### src/rtl/pic_pkg.sv
package pic_pkg;
  localparam int unsigned DATA_W = 8;

  typedef enum logic [2:0] {
    ST_IDLE,
    ST_BASE,
    ST_CASC,
    ST_MODE,
    ST_READY
  } init_st_e;
endpackage

### src/rtl/pic_cfg.sv
module pic_cfg
  import pic_pkg::*;
#(
  parameter int unsigned N_IRQ = 8,
  localparam int unsigned IW = $clog2(N_IRQ)
) (
  input  logic                clk_i,
  input  logic                rst_ni,
  input  logic                addr_i,
  input  logic                wr_i,
  input  logic [DATA_W-1:0]   data_i,
  output logic                ready_o,
  output logic                level_o,
  output logic                aeoi_o,
  output logic [DATA_W-IW-1:0] base_o,
  output logic [N_IRQ-1:0]    mask_o,
  output logic                sel_isr_o,
  output logic                restart_o,
  output logic                eoi_o
);
  init_st_e st_q;
  logic single_q, need_mode_q;
  logic [N_IRQ-1:0] mask_q;

  assign restart_o = wr_i && !addr_i && data_i[4];
  assign ready_o   = (st_q == ST_READY);
  assign mask_o    = ready_o ? mask_q : '1;
  assign eoi_o     = wr_i && !addr_i && ready_o &&
                     (data_i[7:5] == 3'b001) && (data_i[4:3] == 2'b00);

  always_ff @(posedge clk_i or negedge rst_ni) begin
    if (!rst_ni) begin
      st_q        <= ST_IDLE;
      level_o     <= 1'b0;
      single_q    <= 1'b0;
      need_mode_q <= 1'b0;
      aeoi_o      <= 1'b0;
      base_o      <= '0;
      mask_q      <= '1;
      sel_isr_o   <= 1'b0;
    end else if (restart_o) begin
      st_q        <= ST_BASE;
      level_o     <= data_i[3];
      single_q    <= data_i[1];
      need_mode_q <= data_i[0];
      aeoi_o      <= 1'b0;
      mask_q      <= '0;
      sel_isr_o   <= 1'b0;
    end else if (wr_i && addr_i) begin
      unique case (st_q)
        ST_BASE: begin
          base_o <= data_i[DATA_W-1:IW];
          st_q   <= !single_q ? ST_CASC : (need_mode_q ? ST_MODE : ST_READY);
        end
        ST_CASC:  st_q <= need_mode_q ? ST_MODE : ST_READY;
        ST_MODE: begin
          aeoi_o <= data_i[1];
          st_q   <= ST_READY;
        end
        ST_READY: mask_q <= data_i[N_IRQ-1:0];
        default: ;
      endcase
    end else if (wr_i && ready_o && data_i[3] && data_i[1]) begin
      sel_isr_o <= data_i[0];
    end
  end

  p_mask_locked_r2: assert property (@(posedge clk_i) disable iff (!rst_ni)
    !ready_o |-> (mask_o == '1));
  p_setup_exit_r2: assert property (@(posedge clk_i) disable iff (!rst_ni)
    (st_q == ST_IDLE) && !restart_o |=> (st_q == ST_IDLE));
endmodule

### src/rtl/pic_req.sv
module pic_req #(
  parameter int unsigned N_IRQ = 8,
  localparam int unsigned IW = $clog2(N_IRQ)
) (
  input  logic             clk_i,
  input  logic             rst_ni,
  input  logic             restart_i,
  input  logic             level_i,
  input  logic [N_IRQ-1:0] req_i,
  input  logic             ack_i,
  input  logic [IW-1:0]    ack_idx_i,
  output logic [N_IRQ-1:0] irr_o
);
  logic [N_IRQ-1:0] req_q, irr_q, clr;

  assign clr   = ack_i ? (N_IRQ'(1) << ack_idx_i) : '0;
  assign irr_o = irr_q;

  always_ff @(posedge clk_i or negedge rst_ni) begin
    if (!rst_ni) begin
      req_q <= '0;
      irr_q <= '0;
    end else begin
      req_q <= req_i;
      if (restart_i)    irr_q <= '0;
      else if (level_i) irr_q <= req_i;
      else              irr_q <= (irr_q & ~clr) | (req_i & ~req_q);  // new edge beats clear
    end
  end

  for (genvar g = 0; g < N_IRQ; g++) begin : g_chk
    p_edge_needs_rise_r6: assert property (@(posedge clk_i) disable iff (!rst_ni)
      (!level_i && !req_i[g] && !irr_q[g]) |=> !irr_q[g]);
  end
endmodule

### src/rtl/pic_prio.sv
module pic_prio
  import pic_pkg::*;
#(
  parameter int unsigned N_IRQ = 8,
  localparam int unsigned IW = $clog2(N_IRQ)
) (
  input  logic                clk_i,
  input  logic                rst_ni,
  input  logic                restart_i,
  input  logic                ready_i,
  input  logic                aeoi_i,
  input  logic                eoi_i,
  input  logic [N_IRQ-1:0]    irr_i,
  input  logic [N_IRQ-1:0]    mask_i,
  input  logic [DATA_W-IW-1:0] base_i,
  input  logic                inta_i,
  output logic                int_o,
  output logic                ack_o,
  output logic [IW-1:0]       ack_idx_o,
  output logic [DATA_W-1:0]   vector_o,
  output logic [N_IRQ-1:0]    isr_o
);
  logic [N_IRQ-1:0] isr_q, elig, low_isr, isr_d;
  logic [IW-1:0]    win, vidx_q;
  logic             inta_q, hit_q, any, ack_rise, ack_fall;

  always_comb begin
    logic blk;
    blk  = 1'b0;
    elig = '0;
    for (int i = 0; i < N_IRQ; i++) begin
      blk     = blk | isr_q[i];
      elig[i] = irr_i[i] & ~mask_i[i] & ~blk;
    end
    win = '0;
    for (int i = N_IRQ - 1; i >= 0; i--) if (elig[i]) win = IW'(i);
  end

  assign any       = ready_i && (elig != '0);
  assign int_o     = any;
  assign ack_rise  = inta_i && !inta_q;
  assign ack_fall  = !inta_i && inta_q;
  assign ack_o     = ack_rise && any;
  assign ack_idx_o = win;
  assign low_isr   = isr_q & (~isr_q + 1'b1);
  assign vector_o  = {base_i, vidx_q};
  assign isr_o     = isr_q;

  always_comb begin
    isr_d = isr_q & ~(eoi_i ? low_isr : '0);  // EOI sees pre-ack state
    if (ack_o) isr_d = isr_d | (N_IRQ'(1) << win);
    if (ack_fall && aeoi_i && hit_q) isr_d = isr_d & ~(N_IRQ'(1) << vidx_q);
    if (restart_i) isr_d = '0;
  end

  always_ff @(posedge clk_i or negedge rst_ni) begin
    if (!rst_ni) begin
      isr_q  <= '0;
      inta_q <= 1'b0;
      vidx_q <= '0;
      hit_q  <= 1'b0;
    end else begin
      isr_q  <= isr_d;
      inta_q <= inta_i;
      if (ack_rise) begin
        vidx_q <= any ? win : IW'(N_IRQ - 1);
        hit_q  <= any;
      end
    end
  end

  p_int_gated_r2: assert property (@(posedge clk_i) disable iff (!rst_ni)
    !ready_i |-> !int_o);
  p_ack_sets_r9: assert property (@(posedge clk_i) disable iff (!rst_ni)
    ack_o && !restart_i |=> isr_q[$past(win)]);
  p_auto_single_r9: assert property (@(posedge clk_i) disable iff (!rst_ni)
    aeoi_i |-> $onehot0(isr_q));
  p_eoi_clears_r11: assert property (@(posedge clk_i) disable iff (!rst_ni)
    (eoi_i && isr_q != '0 && !ack_o && !restart_i) |=>
      ($countones(isr_q) < $past($countones(isr_q))));
  p_spurious_r12: assert property (@(posedge clk_i) disable iff (!rst_ni)
    (ack_rise && !any && !eoi_i && !restart_i && !(ack_fall && aeoi_i)) |=> $stable(isr_q));
endmodule

### src/rtl/pic_core.sv
module pic_core
  import pic_pkg::*;
#(
  parameter int unsigned N_IRQ = 8
) (
  input  logic              clk_i,
  input  logic              rst_ni,
  input  logic              addr_i,
  input  logic              wr_i,
  input  logic              rd_i,
  input  logic [DATA_W-1:0] data_i,
  output logic [DATA_W-1:0] data_o,
  input  logic [N_IRQ-1:0]  irq_req_i,
  output logic              int_o,
  input  logic              inta_i,
  output logic [DATA_W-1:0] vector_o
);
  localparam int unsigned IW = $clog2(N_IRQ);

  logic ready, level, aeoi, sel_isr, restart, eoi, ack;
  logic [DATA_W-IW-1:0] base;
  logic [N_IRQ-1:0] mask, irr, isr;
  logic [IW-1:0] ack_idx;

  pic_cfg #(.N_IRQ(N_IRQ)) u_cfg (
    .clk_i, .rst_ni, .addr_i, .wr_i, .data_i,
    .ready_o(ready), .level_o(level), .aeoi_o(aeoi), .base_o(base),
    .mask_o(mask), .sel_isr_o(sel_isr), .restart_o(restart), .eoi_o(eoi)
  );

  pic_req #(.N_IRQ(N_IRQ)) u_req (
    .clk_i, .rst_ni, .restart_i(restart), .level_i(level),
    .req_i(irq_req_i), .ack_i(ack), .ack_idx_i(ack_idx), .irr_o(irr)
  );

  pic_prio #(.N_IRQ(N_IRQ)) u_prio (
    .clk_i, .rst_ni, .restart_i(restart), .ready_i(ready), .aeoi_i(aeoi),
    .eoi_i(eoi), .irr_i(irr), .mask_i(mask), .base_i(base), .inta_i,
    .int_o, .ack_o(ack), .ack_idx_o(ack_idx), .vector_o, .isr_o(isr)
  );

  always_ff @(posedge clk_i or negedge rst_ni) begin
    if (!rst_ni)   data_o <= '0;
    else if (rd_i) data_o <= addr_i ? DATA_W'(mask) : DATA_W'(sel_isr ? isr : irr);
  end

  p_read_mask_r4: assert property (@(posedge clk_i) disable iff (!rst_ni)
    (rd_i && addr_i && !ready) |=> (data_o == '1));
endmodule

### config.mk
export PLATFORM = sky130hd
export DESIGN_NAME = pic_core
export DESIGN_NICKNAME = d
export VERILOG_FILES = /design/src/rtl/pic_pkg.sv /design/src/rtl/pic_cfg.sv /design/src/rtl/pic_req.sv /design/src/rtl/pic_prio.sv /design/src/rtl/pic_core.sv
export SDC_FILE = /design/constraint.sdc
export NUM_CORES = 1
export LEC_CHECK = 0
export ABC_CLOCK_PERIOD_IN_PS = 3130
export BUFFER_PORTS_ARGS = -buffer_cell sky130_fd_sc_hd__buf_2
export CAP_MARGIN = 10
export CORE_ASPECT_RATIO = 1.4
export CORE_UTILIZATION = 32
export CTS_CLUSTER_SIZE = 24
export DETAILED_ROUTE_END_ITERATION = 8
export PLACE_DENSITY = 0.47
export SYNTH_ARGS = -nofsm -noshare
export SYNTH_HDL_FRONTEND = slang
export SYNTH_SLANG_ARGS = --single-unit
export TNS_END_PERCENT = 30
### constraint.sdc
create_clock -name clk_i -period 3.13 [get_ports clk_i]
set_input_delay 0.626 -clock clk_i [delete_from_list [all_inputs] [get_ports clk_i]]
set_output_delay 0.626 -clock clk_i [all_outputs]
set_load 0.005 [all_outputs]
==> flow_summary.json <==
{
  "crit_arrival_ns": 1.95,
  "slew_headroom_pct": 43.0,
  "cap_violations": 0,
  "wl_per_cell_microns": 17.2,
  "synth_xor_area_share_pct": 0,
  "startpoint": "u_prio.isr_o[0]",
  "cts_buffer_depth": 2,
  "dp_hpwl_microns": 5630,
  "slowest_delay_ns": 0.47,
  "synthFlopType": "dfrtp_1",
  "cts-root-buf": "clkbuf_16",
  "p_total_mw": 2.79,
  "area_growth_syn_to_layout_pct": 20.0,
  "ant_nets": 0,
  "multi_input_area_sq_um": 1300,
  "placed_cells": 430,
  "cts_made_buffers": 9,
  "clock-sinks": 58,
  "p_leak_nw": 1.50,
  "drc": 0,
  "viasPerCell": 5.19,
  "final-instance-count-excl-fill": 446,
  "finalSetupTns_ns": 0,
  "cts_setup_buffers": 0,
  "setup_viol": 0,
  "crit_chain": "nor3_1 -> o2111ai_1 -> nand4_1 -> buf_2",
  "ios": 39,
  "seq_area_sq_um": 1460,
  "grt_pass1_vias": 2370,
  "finClkSkew_ns": 0.00612,
  "status": "complete, no violations",
  "synthMuxAreaShare_pct": 5.80,
  "max_freq_mhz": 389,
  "syn-num-nets": 318,
  "worstPathRequired_ns": 2.50,
  "p_per_area_nw_per_um2": 809,
  "synth_area_sq_um": 2870,
  "die_w_microns": 82.1,
  "syn_avg_cell_area_sq_um": 9.70,
  "rsz0062_at_grt": "false",
  "synth-seq-cells": 58,
  "dr.pass1.iters": 4,
  "synth_fa_ha_area_share_pct": 0,
  "htree_levels": 3,
  "io_buffer_count": 38,
  "rows": 40,
  "hold_class": "in2async",
  "fin_area_sq_um": 3450,
  "core_area_sq_um": 8660,
  "regToRegStartpoint": "u_cfg.st_q[0]",
  "antenna_found_initial": 0,
  "synthArstFlopShare_pct": 100,
  "fillers": 888,
  "vias": 2316,
  "mostFrequentLayoutCells": "dfrtp_1 (50), nand2_1 (38), buf_2 (38)",
  "wl_microns": 7680,
  "period_share_pct": 82.2,
  "worstSetupPathType": "reg2out",
  "clock_latency_ns": 0.33,
  "startpoint_type": "register",
  "place_congestion": 0.797,
  "period_minus_slack_ns": 2.57,
  "num-nets-final": 358,
  "final_common_cell": "dfrtp_1",
  "crit_path_max_fanout": 9,
  "crit_family": "simple AND/OR/NAND/NOR gates",
  "grt_overflow": 0,
  "tritoncts": "yes",
  "place_area_sq_um": 3160,
  "drt_iter0_markers": 104,
  "synthCells": 296,
  "die_area_sq_um": 9360,
  "crit_buf_inv": 1,
  "grt_pass1_wl_microns": 12600,
  "synth-compound-area-share_pct": 18.1,
  "synth_top_family_by_area": "simple AND/OR/NAND/NOR gates",
  "synth_seq_area_share_pct": 50.9,
  "hold_viol": 0,
  "tightest_slew_ns": 0.852,
  "ctsResizeCount": 0,
  "cts_hold_buf": 0,
  "clkTransAtPathRegs_ns": 0.05,
  "finalMaxSlewViolations": 0,
  "synth_edf_count": 0,
  "start_util_pct": 33.2,
  "ys_types": 53,
  "grt_max_degree": 31,
  "final_layout_size_suffix_gt1_share_pct": 25.5,
  "worst_path_max_delay_cell": "dfrtp_1",
  "antennaDiodeCount": 0,
  "synth-simple-area-share_pct": 21.4,
  "peakVddDrop_uv": 343,
  "endpoint_kind": "output pin",
  "grt_usage_pct": 19.0,
  "die_h_microns": 114,
  "ys_warn_count": 0
}
flip-flops by register name, indices dropped and copies added (netlist names), 3 cells and up:
signal / cells
data_o: 8
u_cfg.mask_q: 8
u_prio.isr_o: 8
u_req.irr_o: 8
u_req.req_q: 8
u_cfg.base_o: 5
u_cfg.st_q: 3
u_prio.vidx_q: 3
cell type report:
class | instances | area share (%)
Clock inverter | 2 | 0.290
Tap cell | 105 | 3.81
Sequential cell | 58 | 42.4
Clock buffer | 14 | 7.95
Inverter | 15 | 1.63
Multi-Input combinational cell | 211 | 37.7
Timing Repair Buffer | 41 | 6.17
where the power goes:
| part | switching, mW | internal (mW) | total (mW) | leakage [nW] |
|---|---|---|---|---|
| Combinational | 0.367 | 0.326 | 0.694 | 0.676 |
| Sequential | 0.210 | 0.965 | 1.18 | 0.684 |
| Clock | 0.323 | 0.596 | 0.919 | 0.143 |
cells in the mapped netlist (2+ instances only):
| cell | number | area (sq um) |
|---|---|---|
| a31oi_1 | 2 | 12.5 |
| o21ai_1 | 2 | 10.0 |
| and2_1 | 2 | 12.5 |
| nor3b_1 | 4 | 30.0 |
| a221oi_1 | 5 | 43.8 |
| o21a_1 | 2 | 15.0 |
| a211oi_1 | 8 | 60.1 |
| nand4_1 | 3 | 18.8 |
| nand2_1 | 38 | 143 |
| dfrtp_1 | 50 | 1250 |
| inv_1 | 15 | 56.3 |
| o2111ai_1 | 2 | 17.5 |
| nor3_1 | 4 | 20.0 |
| o21ai_0 | 21 | 105 |
| nor2b_1 | 13 | 81.3 |
| nand2b_1 | 2 | 12.5 |
| mux2i_1 | 2 | 20.0 |
| nor2_1 | 22 | 82.6 |
| or2_2 | 2 | 12.5 |
| nand3_1 | 10 | 50.1 |
| a21oi_1 | 23 | 115 |
| or3_1 | 4 | 25.0 |
| or4_4 | 2 | 22.5 |
| clkbuf_1 | 9 | 33.8 |
| o311ai_0 | 2 | 17.5 |
| dfstp_2 | 8 | 210 |
| mux2_2 | 13 | 146 |
path summary, 6_finish.rpt:
kind                                     end  cells after the start  slack [ns]
max in group asynchronous    u_cfg.mask_q[6]                      2        1.93
setup / recovery                       int_o                      4        0.56
setup reg to reg             u_prio.isr_o[5]                      5        0.66
min in group clk_i            u_req.req_q[2]                      1        0.41
hold / removal                 u_prio.inta_q                      1        0.36
hold reg to reg            u_cfg.need_mode_q                      2        0.48
kinds of logic after synthesis:
| logic type | after synthesis |
|---|---|
| simple gates | 117 |
| flops | 58 |
| mux | 15 |
| compound gates | 79 |
| buf+inv | 27 |
through the flow:
| stage | setup WS, ns | utilization, % | hold WS [ns] |
|---|---|---|---|
| finish | 0.557 | 39.8 | 0.355 |
| global route | 0.328 | 39.8 | 0.394 |
| floorplan | 0.688 | - | 0.330 |
| detailed placement | 0.435 | 36.5 | 0.473 |
| CTS | 0.491 | 39.8 | 0.378 |
| global placement | 0.459 | 36.5 | 0.461 |
per-layer routing:
metal | up-vias | track usage (%) | routed length [microns]
met2 | 41 | 30.2 | 3990
met3 | 6 | 6.22 | 273
met1 | 1125 | 23.3 | 3270
li1 | 1144 | - | -
met5 | - | 0 | 0
met4 | 0 | 7.72 | 142
Note: power is estimated with default switching activity, not from simulation.
